**src/rtl/lpbk_pkg.sv**
```systemverilog
package lpbk_pkg;
  typedef enum logic [2:0] {
    ST_IDLE,
    ST_FETCH,
    ST_LOAD,
    ST_SHIFT,
    ST_WRITE,
    ST_DONE
  } lpbk_st_e;
endpackage

```
**src/rtl/lpbk_ctrl.sv**
```systemverilog
module lpbk_ctrl
  import lpbk_pkg::*;
#(
  parameter int LEN_W  = 7,
  parameter int WORD_W = 32,
  parameter int CH_W   = 1,
  localparam int ADDR_W = LEN_W - 1,
  localparam int CNT_W  = $clog2(WORD_W)
) (
  input  logic              clk,
  input  logic              rst_n,
  input  logic              start_i,
  input  logic [LEN_W-1:0]  len_hw_i,
  input  logic [CH_W-1:0]   chan_i,
  input  logic              bit_en_i,
  output logic              rd_en_o,
  output logic              word_load_o,
  output logic              bit_shift_o,
  output logic              word_wr_o,
  output logic              last_word_o,
  output logic              half_word_o,
  output logic [ADDR_W-1:0] addr_o,
  output logic [CH_W-1:0]   ch_o,
  output logic              shifting_o,
  output logic              busy_o,
  output logic              done_o
);
  // index of the final word for a halfword count (count must be nonzero)
  function automatic logic [ADDR_W-1:0] last_index(input logic [LEN_W-1:0] n_hw);
    logic [LEN_W:0] n_words;
    n_words = ({1'b0, n_hw} + 1'b1) >> 1;
    return ADDR_W'(n_words - 1'b1);
  endfunction

  // bit counter value on the last strobe of a word
  function automatic logic [CNT_W-1:0] final_bit(input logic fold);
    return fold ? CNT_W'(WORD_W / 2 - 1) : CNT_W'(WORD_W - 1);
  endfunction

  lpbk_st_e          state_q;
  logic [ADDR_W-1:0] addr_q;
  logic [ADDR_W-1:0] last_q;
  logic              odd_q;
  logic [CH_W-1:0]   ch_q;
  logic [CNT_W-1:0]  cnt_q;

  assign last_word_o = (addr_q == last_q);
  assign half_word_o = last_word_o && odd_q;
  assign rd_en_o     = (state_q == ST_FETCH);
  assign word_load_o = (state_q == ST_LOAD);
  assign shifting_o  = (state_q == ST_SHIFT);
  assign bit_shift_o = shifting_o && bit_en_i;
  assign word_wr_o   = (state_q == ST_WRITE);
  assign done_o      = (state_q == ST_DONE);
  assign busy_o      = (state_q != ST_IDLE);
  assign addr_o      = addr_q;
  assign ch_o        = ch_q;

  always_ff @(posedge clk or negedge rst_n) begin
    if (!rst_n) begin
      state_q <= ST_IDLE;
      addr_q  <= '0;
      last_q  <= '0;
      odd_q   <= 1'b0;
      ch_q    <= '0;
      cnt_q   <= '0;
    end else begin
      case (state_q)
        ST_IDLE: begin
          if (start_i) begin
            ch_q    <= chan_i;
            odd_q   <= len_hw_i[0];
            last_q  <= last_index(len_hw_i);
            addr_q  <= '0;
            state_q <= (len_hw_i == '0) ? ST_DONE : ST_FETCH;
          end
        end
        ST_FETCH: state_q <= ST_LOAD;
        ST_LOAD: begin
          cnt_q   <= '0;
          state_q <= ST_SHIFT;
        end
        ST_SHIFT: begin
          if (bit_en_i) begin
            if (cnt_q == final_bit(half_word_o)) begin
              state_q <= ST_WRITE;
            end else begin
              cnt_q <= cnt_q + 1'b1;
            end
          end
        end
        ST_WRITE: begin
          if (last_word_o) begin
            state_q <= ST_DONE;
          end else begin
            addr_q  <= addr_q + 1'b1;
            state_q <= ST_FETCH;
          end
        end
        ST_DONE: state_q <= ST_IDLE;
        default: state_q <= ST_IDLE;
      endcase
    end
  end
endmodule

```
**src/rtl/lpbk_shift.sv**
```systemverilog
module lpbk_shift #(
  parameter int WORD_W = 32,
  localparam int HALF_W = WORD_W / 2
) (
  input  logic              clk,
  input  logic              rst_n,
  input  logic              load_i,
  input  logic [WORD_W-1:0] data_i,
  input  logic              shift_i,
  input  logic              fold_i,
  output logic              ser_bit_o,
  output logic [WORD_W-1:0] word_o
);
  // after a half rotation the sent halfword sits in the low half
  function automatic logic [WORD_W-1:0] fold_half(input logic [WORD_W-1:0] w);
    return {{HALF_W{1'b0}}, w[HALF_W-1:0]};
  endfunction

  logic [WORD_W-1:0] sr_q;
  logic              loop_bit;

  assign ser_bit_o = sr_q[WORD_W-1];
  assign loop_bit  = ser_bit_o;  // serial output returned to the input
  assign word_o    = fold_i ? fold_half(sr_q) : sr_q;

  always_ff @(posedge clk or negedge rst_n) begin
    if (!rst_n) begin
      sr_q <= '0;
    end else if (load_i) begin
      sr_q <= data_i;
    end else if (shift_i) begin
      sr_q <= {sr_q[WORD_W-2:0], loop_bit};
    end
  end
endmodule

```
**src/rtl/lpbk_word_engine.sv**
```systemverilog
module lpbk_word_engine #(
  parameter int WORD_W = 32,
  parameter int LEN_W  = 7,
  parameter int NUM_CH = 2,
  localparam int CH_W   = (NUM_CH > 1) ? $clog2(NUM_CH) : 1,
  localparam int ADDR_W = LEN_W - 1
) (
  input  logic              clk,
  input  logic              rst_n,
  input  logic              start_i,
  input  logic [LEN_W-1:0]  len_hw_i,
  input  logic [CH_W-1:0]   chan_i,
  input  logic              bit_en_i,
  output logic              tx_rd_en_o,
  output logic [CH_W-1:0]   tx_rd_ch_o,
  output logic [ADDR_W-1:0] tx_rd_addr_o,
  input  logic [WORD_W-1:0] tx_rd_data_i,
  output logic              rx_wr_en_o,
  output logic [CH_W-1:0]   rx_wr_ch_o,
  output logic [ADDR_W-1:0] rx_wr_addr_o,
  output logic [WORD_W-1:0] rx_wr_data_o,
  output logic              ser_o,
  output logic              ser_en_o,
  output logic              busy_o,
  output logic              done_o
);
  // named internal events, also observed by the bound checker
  logic              word_load;
  logic              bit_shift;
  logic              word_wr;
  logic              last_word;
  logic              half_word;
  logic              shifting;
  logic              ser_bit;
  logic [ADDR_W-1:0] addr;
  logic [CH_W-1:0]   ch;

  lpbk_ctrl #(
    .LEN_W (LEN_W),
    .WORD_W(WORD_W),
    .CH_W  (CH_W)
  ) u_ctrl (
    .clk        (clk),
    .rst_n      (rst_n),
    .start_i    (start_i),
    .len_hw_i   (len_hw_i),
    .chan_i     (chan_i),
    .bit_en_i   (bit_en_i),
    .rd_en_o    (tx_rd_en_o),
    .word_load_o(word_load),
    .bit_shift_o(bit_shift),
    .word_wr_o  (word_wr),
    .last_word_o(last_word),
    .half_word_o(half_word),
    .addr_o     (addr),
    .ch_o       (ch),
    .shifting_o (shifting),
    .busy_o     (busy_o),
    .done_o     (done_o)
  );

  lpbk_shift #(
    .WORD_W(WORD_W)
  ) u_shift (
    .clk      (clk),
    .rst_n    (rst_n),
    .load_i   (word_load),
    .data_i   (tx_rd_data_i),
    .shift_i  (bit_shift),
    .fold_i   (half_word),
    .ser_bit_o(ser_bit),
    .word_o   (rx_wr_data_o)
  );

  assign tx_rd_ch_o   = ch;
  assign tx_rd_addr_o = addr;
  assign rx_wr_en_o   = word_wr;
  assign rx_wr_ch_o   = ch;
  assign rx_wr_addr_o = addr;
  assign ser_en_o     = shifting;
  assign ser_o        = shifting ? ser_bit : 1'b1;
endmodule

```
**config.mk**
```make
export PLATFORM = sky130hd
export DESIGN_NAME = lpbk_word_engine
export DESIGN_NICKNAME = d
export VERILOG_FILES = /design/src/rtl/lpbk_pkg.sv /design/src/rtl/lpbk_ctrl.sv /design/src/rtl/lpbk_shift.sv /design/src/rtl/lpbk_word_engine.sv
export SDC_FILE = /design/constraint.sdc
export NUM_CORES = 1
export LEC_CHECK = 0
export ABC_AREA = 1
export CAP_MARGIN = 20
export CORE_ASPECT_RATIO = 0.6
export CORE_MARGIN = 5
export CORE_UTILIZATION = 45
export CTS_CLUSTER_SIZE = 24
export DETAILED_ROUTE_END_ITERATION = 16
export PLACE_DENSITY = 0.85
export SETUP_SLACK_MARGIN = 0.5
export SLEW_MARGIN = 20
export SYNTH_ARGS = -nofsm -noshare
export SYNTH_HDL_FRONTEND = slang
export SYNTH_SLANG_ARGS = --single-unit
export TNS_END_PERCENT = 50
```
**constraint.sdc**
```tcl
create_clock -name clk -period 1.8 [get_ports clk]
set_input_delay 0.18 -clock clk [delete_from_list [all_inputs] [get_ports clk]]
set_output_delay 0.18 -clock clk [all_outputs]
set_load 0.02 [all_outputs]
```
==> out/metrics.cfg <==
[cts]
clk_latency_ns = 0.29
cts_root_buf = clkbuf_16
htreeDepth = 2
clkSlewWorstSetupHoldPaths_ns = 0.07
cts_buffers = 5
cts_buffer_depth = 2
cts_tree = done
cts_sinks = 54

[die]
die_w_um = 119
die_y_um = 75.7
initial_utilization_pct = 47.4
ios = 96
coreArea_mm2 = 0.00682
die_area_mm2 = 0.00904
fp-row-count = 23

[routing]
num_vias = 3514
post-route-drc-count = 0
firstDrtPassIters = 5
ant_nets = 0
drt-initial-drc-count = 281
wl_per_cell_um = 19.4
wl_um = 12200
avgViaCountPerCell = 5.60

[global_route]
antenna_found_initial = 0
grt_max_degree = 66
grt_pass1_wl_um = 14900
grtUsageTotal_pct = 20.5
overflow = 0
grt_pass1_vias = 3072

[worst_setup_path]
r2r_end = u_ctrl.cnt_q[3]$_DFFE_PN0P_
worst_setup_path_start_kind = flip-flop
critical_path.startpoint = u_ctrl.addr_o[1]$_DFFE_PN0P_
r2r_slack_ns = 0.07
rr_worst_depth = 12
arrival_ns = 1.62
crit_type = reg -> out
endpoint = rx_wr_data_o[31]
crit_fanout = 8
timing.rr.start = u_ctrl.addr_o[1]$_DFFE_PN0P_
cp-end-kind = primary output
worstPathRequired_ns = 1.62

[place]
io_buffers = 95
dpl-instance-area_mm2 = 0.00429
post-dp-hpwl_um = 6250
gp_congestion = 0.877

[logic_synthesis]
ys_seq_area_share_pct = 41.8
synth_enable_flop_cells = 0
avgSynthCellArea_um2 = 7.93
synthTopCellsByArea = dfrtp_1, nand2_1, o211ai_1, o21ai_0, buf_4
yosysTopAreaCell = dfrtp_1
synth_top_area_share_pct = 41.8
synth_top_flop_cell = dfrtp_1
synth_cell_types = 31
synth_nets = 457
ys_seq_elements = 54
synth.most_common_cell = nand2_1
yosysWarnings = 0
syn_inst = 408
ys_async_sr_fraction_pct = 100
synthesis.area_mm2 = 0.00323
netlist_top_cells_count = nand2_1, dfrtp_1, inv_1, o21ai_0, o211ai_1

[layout]
drive_gt1_share_pct = 38.0
fillers = 434
finalNetCount = 588
area_delta_synth_final_pct = 64.6
final_area_mm2 = 0.00532
n_antenna_cell = 0

[timing]
hold_slack_ns = 0.427
fin_crit_sh_pct = 99.9
setup_viol = 0
worst_pin_slew_ns = 0.678
rsz0062_at_grt = true
fmax_mhz = 556
hold_violations = 0
final_max_slew_viol_count = 0
slew_headroom_pct = 54.8
fin_skew_ns = 0.0137
fin_crit_ns = 1.80

[power]
peakVddDrop_mv = 1.07
powerDensity_mw_per_mm2 = 1830
p_leak_nw = 2.75

[hold_path]
min_path_cells = 4
hold_path_class = in -> reg

[job]
maxCapViolations = 0

[status]
status = finished, final reports clean

==> metal layers <==
metal	GRT usage, %	share of wire [%]	up-vias
li1	-	-	1575
met1	27.0	43	1711
met2	34.7	47	210
met3	5.34	8.5	18
met4	4.95	1.7	0
met5	0	0	-
==> sequential cells by signal, summed over array words and instances, names as in the netlist <==
name	cells
u_shift.sr_q	32
u_ctrl.addr_o	6
u_ctrl.last_q	6
u_ctrl.cnt_q	5
u_ctrl.state_q	3
u_ctrl.ch_o	1
u_ctrl.odd_q	1
==> power breakdown <==
part / internal (mW) / switching [mW]
clock: 0.518 / 0.453
sequential: 1.73 / 0.306
combinational: 3.06 / 3.69
==> stage by stage <==
| step | cells | util (%) | power (mW) | setup TNS, ns | setup slack, ns |
|---|---|---|---|---|---|
| after global routing | 627 | 78.0 | 10.3 | -0.602 | -0.0504 |
| after CTS | 603 | 69.0 | 7.97 | 0 | 0.00681 |
| after detailed placement | 574 | 62.8 | 6.53 | -2.74 | -0.184 |
| after global placement | 574 | 62.8 | 6.38 | -2.24 | -0.146 |
| final | 627 | 78.0 | 9.76 | 0 | 0.00185 |
| after floorplan | 408 | - | 5.01 | 0 | 0.364 |
==> layout by cell type (no fill, tap or decap), drive strengths merged <==
cell / n
nand3b: 5
a21oi: 6
ha: 5
a31oi: 1
o211ai: 32
nand3: 21
clkbuf: 13
or2: 2
nor3: 5
clkdlybuf4s15: 2
xnor2: 4
o21ai: 43
dlygate4sd3: 1
nand4: 2
clkdlybuf4s50: 37
clkinv: 3
inv: 58
nor4: 2
xor2: 11
nand2: 85
dlygate4sd2: 3
dlymetal6s2s: 18
dfrtp: 54
o21a: 1
nor2: 34
buf: 92
==> cells by family (layout without fill, tap and decap cells) <==
family,count (synthesis),in the layout,share of synthesized area [%]
and+or+nand+nor,155,156,21.8
buffers and inverters,96,227,14.4
AOI/OAI and AO/OA,83,83,15.8
DFF,54,54,41.8
xor gates and xnor gates,15,15,4.29
adders and majority gates,5,5,1.93
==> worst max-delay path, stage by stage, from the launching register on <==
cell     delay, ns
dfrtp_2       0.44
inv_2         0.06
nand2_1       0.05
nand2_1       0.08
nand2_2       0.06
nor2_4        0.13
nand3_4       0.16
inv_8         0.15
nor2_2        0.05
buf_6         0.13
==> repair_timing <==
action / CTS / global route
hold buffers: 1 / 0
resized for setup: 209 / 128
pin swaps: 16 / 32
buffers inserted: 19 / 11
gates cloned: 1 / 13
endpoints found under the hold margin: 26 / 0
setup endpoints to repair: 106 / 98
==> worst min-delay path by stage <==
stage	startpoint	end	slack (ns)
final	len_hw_i[0]	u_ctrl.odd_q$_DFFE_PN0P_	0.43
after global routing	chan_i	u_ctrl.ch_o$_DFFE_PN0P_	0.42
after CTS	chan_i	u_ctrl.ch_o$_DFFE_PN0P_	0.42
after detailed placement	rst_n	u_shift.sr_q[27]$_DFFE_PN0P_	0.26
after global placement	rst_n	u_shift.sr_q[28]$_DFFE_PN0P_	0.25
after floorplan	rst_n	u_ctrl.addr_o[0]$_DFFE_PN0P_	-0.12
==> cell type report <==
cell class              instances  area, µm²  area share (%)
multi-input cells             259       1750            32.8
repair buffers                160       1720            32.3
flip-flops and latches         54       1360            25.6
inverters                      58        233            4.37
clock buffers                   6        129            2.42
well taps                      87        109            2.05
clock inverters                 2       13.8           0.259
repair inverters                1       11.3           0.212
(Power assumes the default switching activity.)
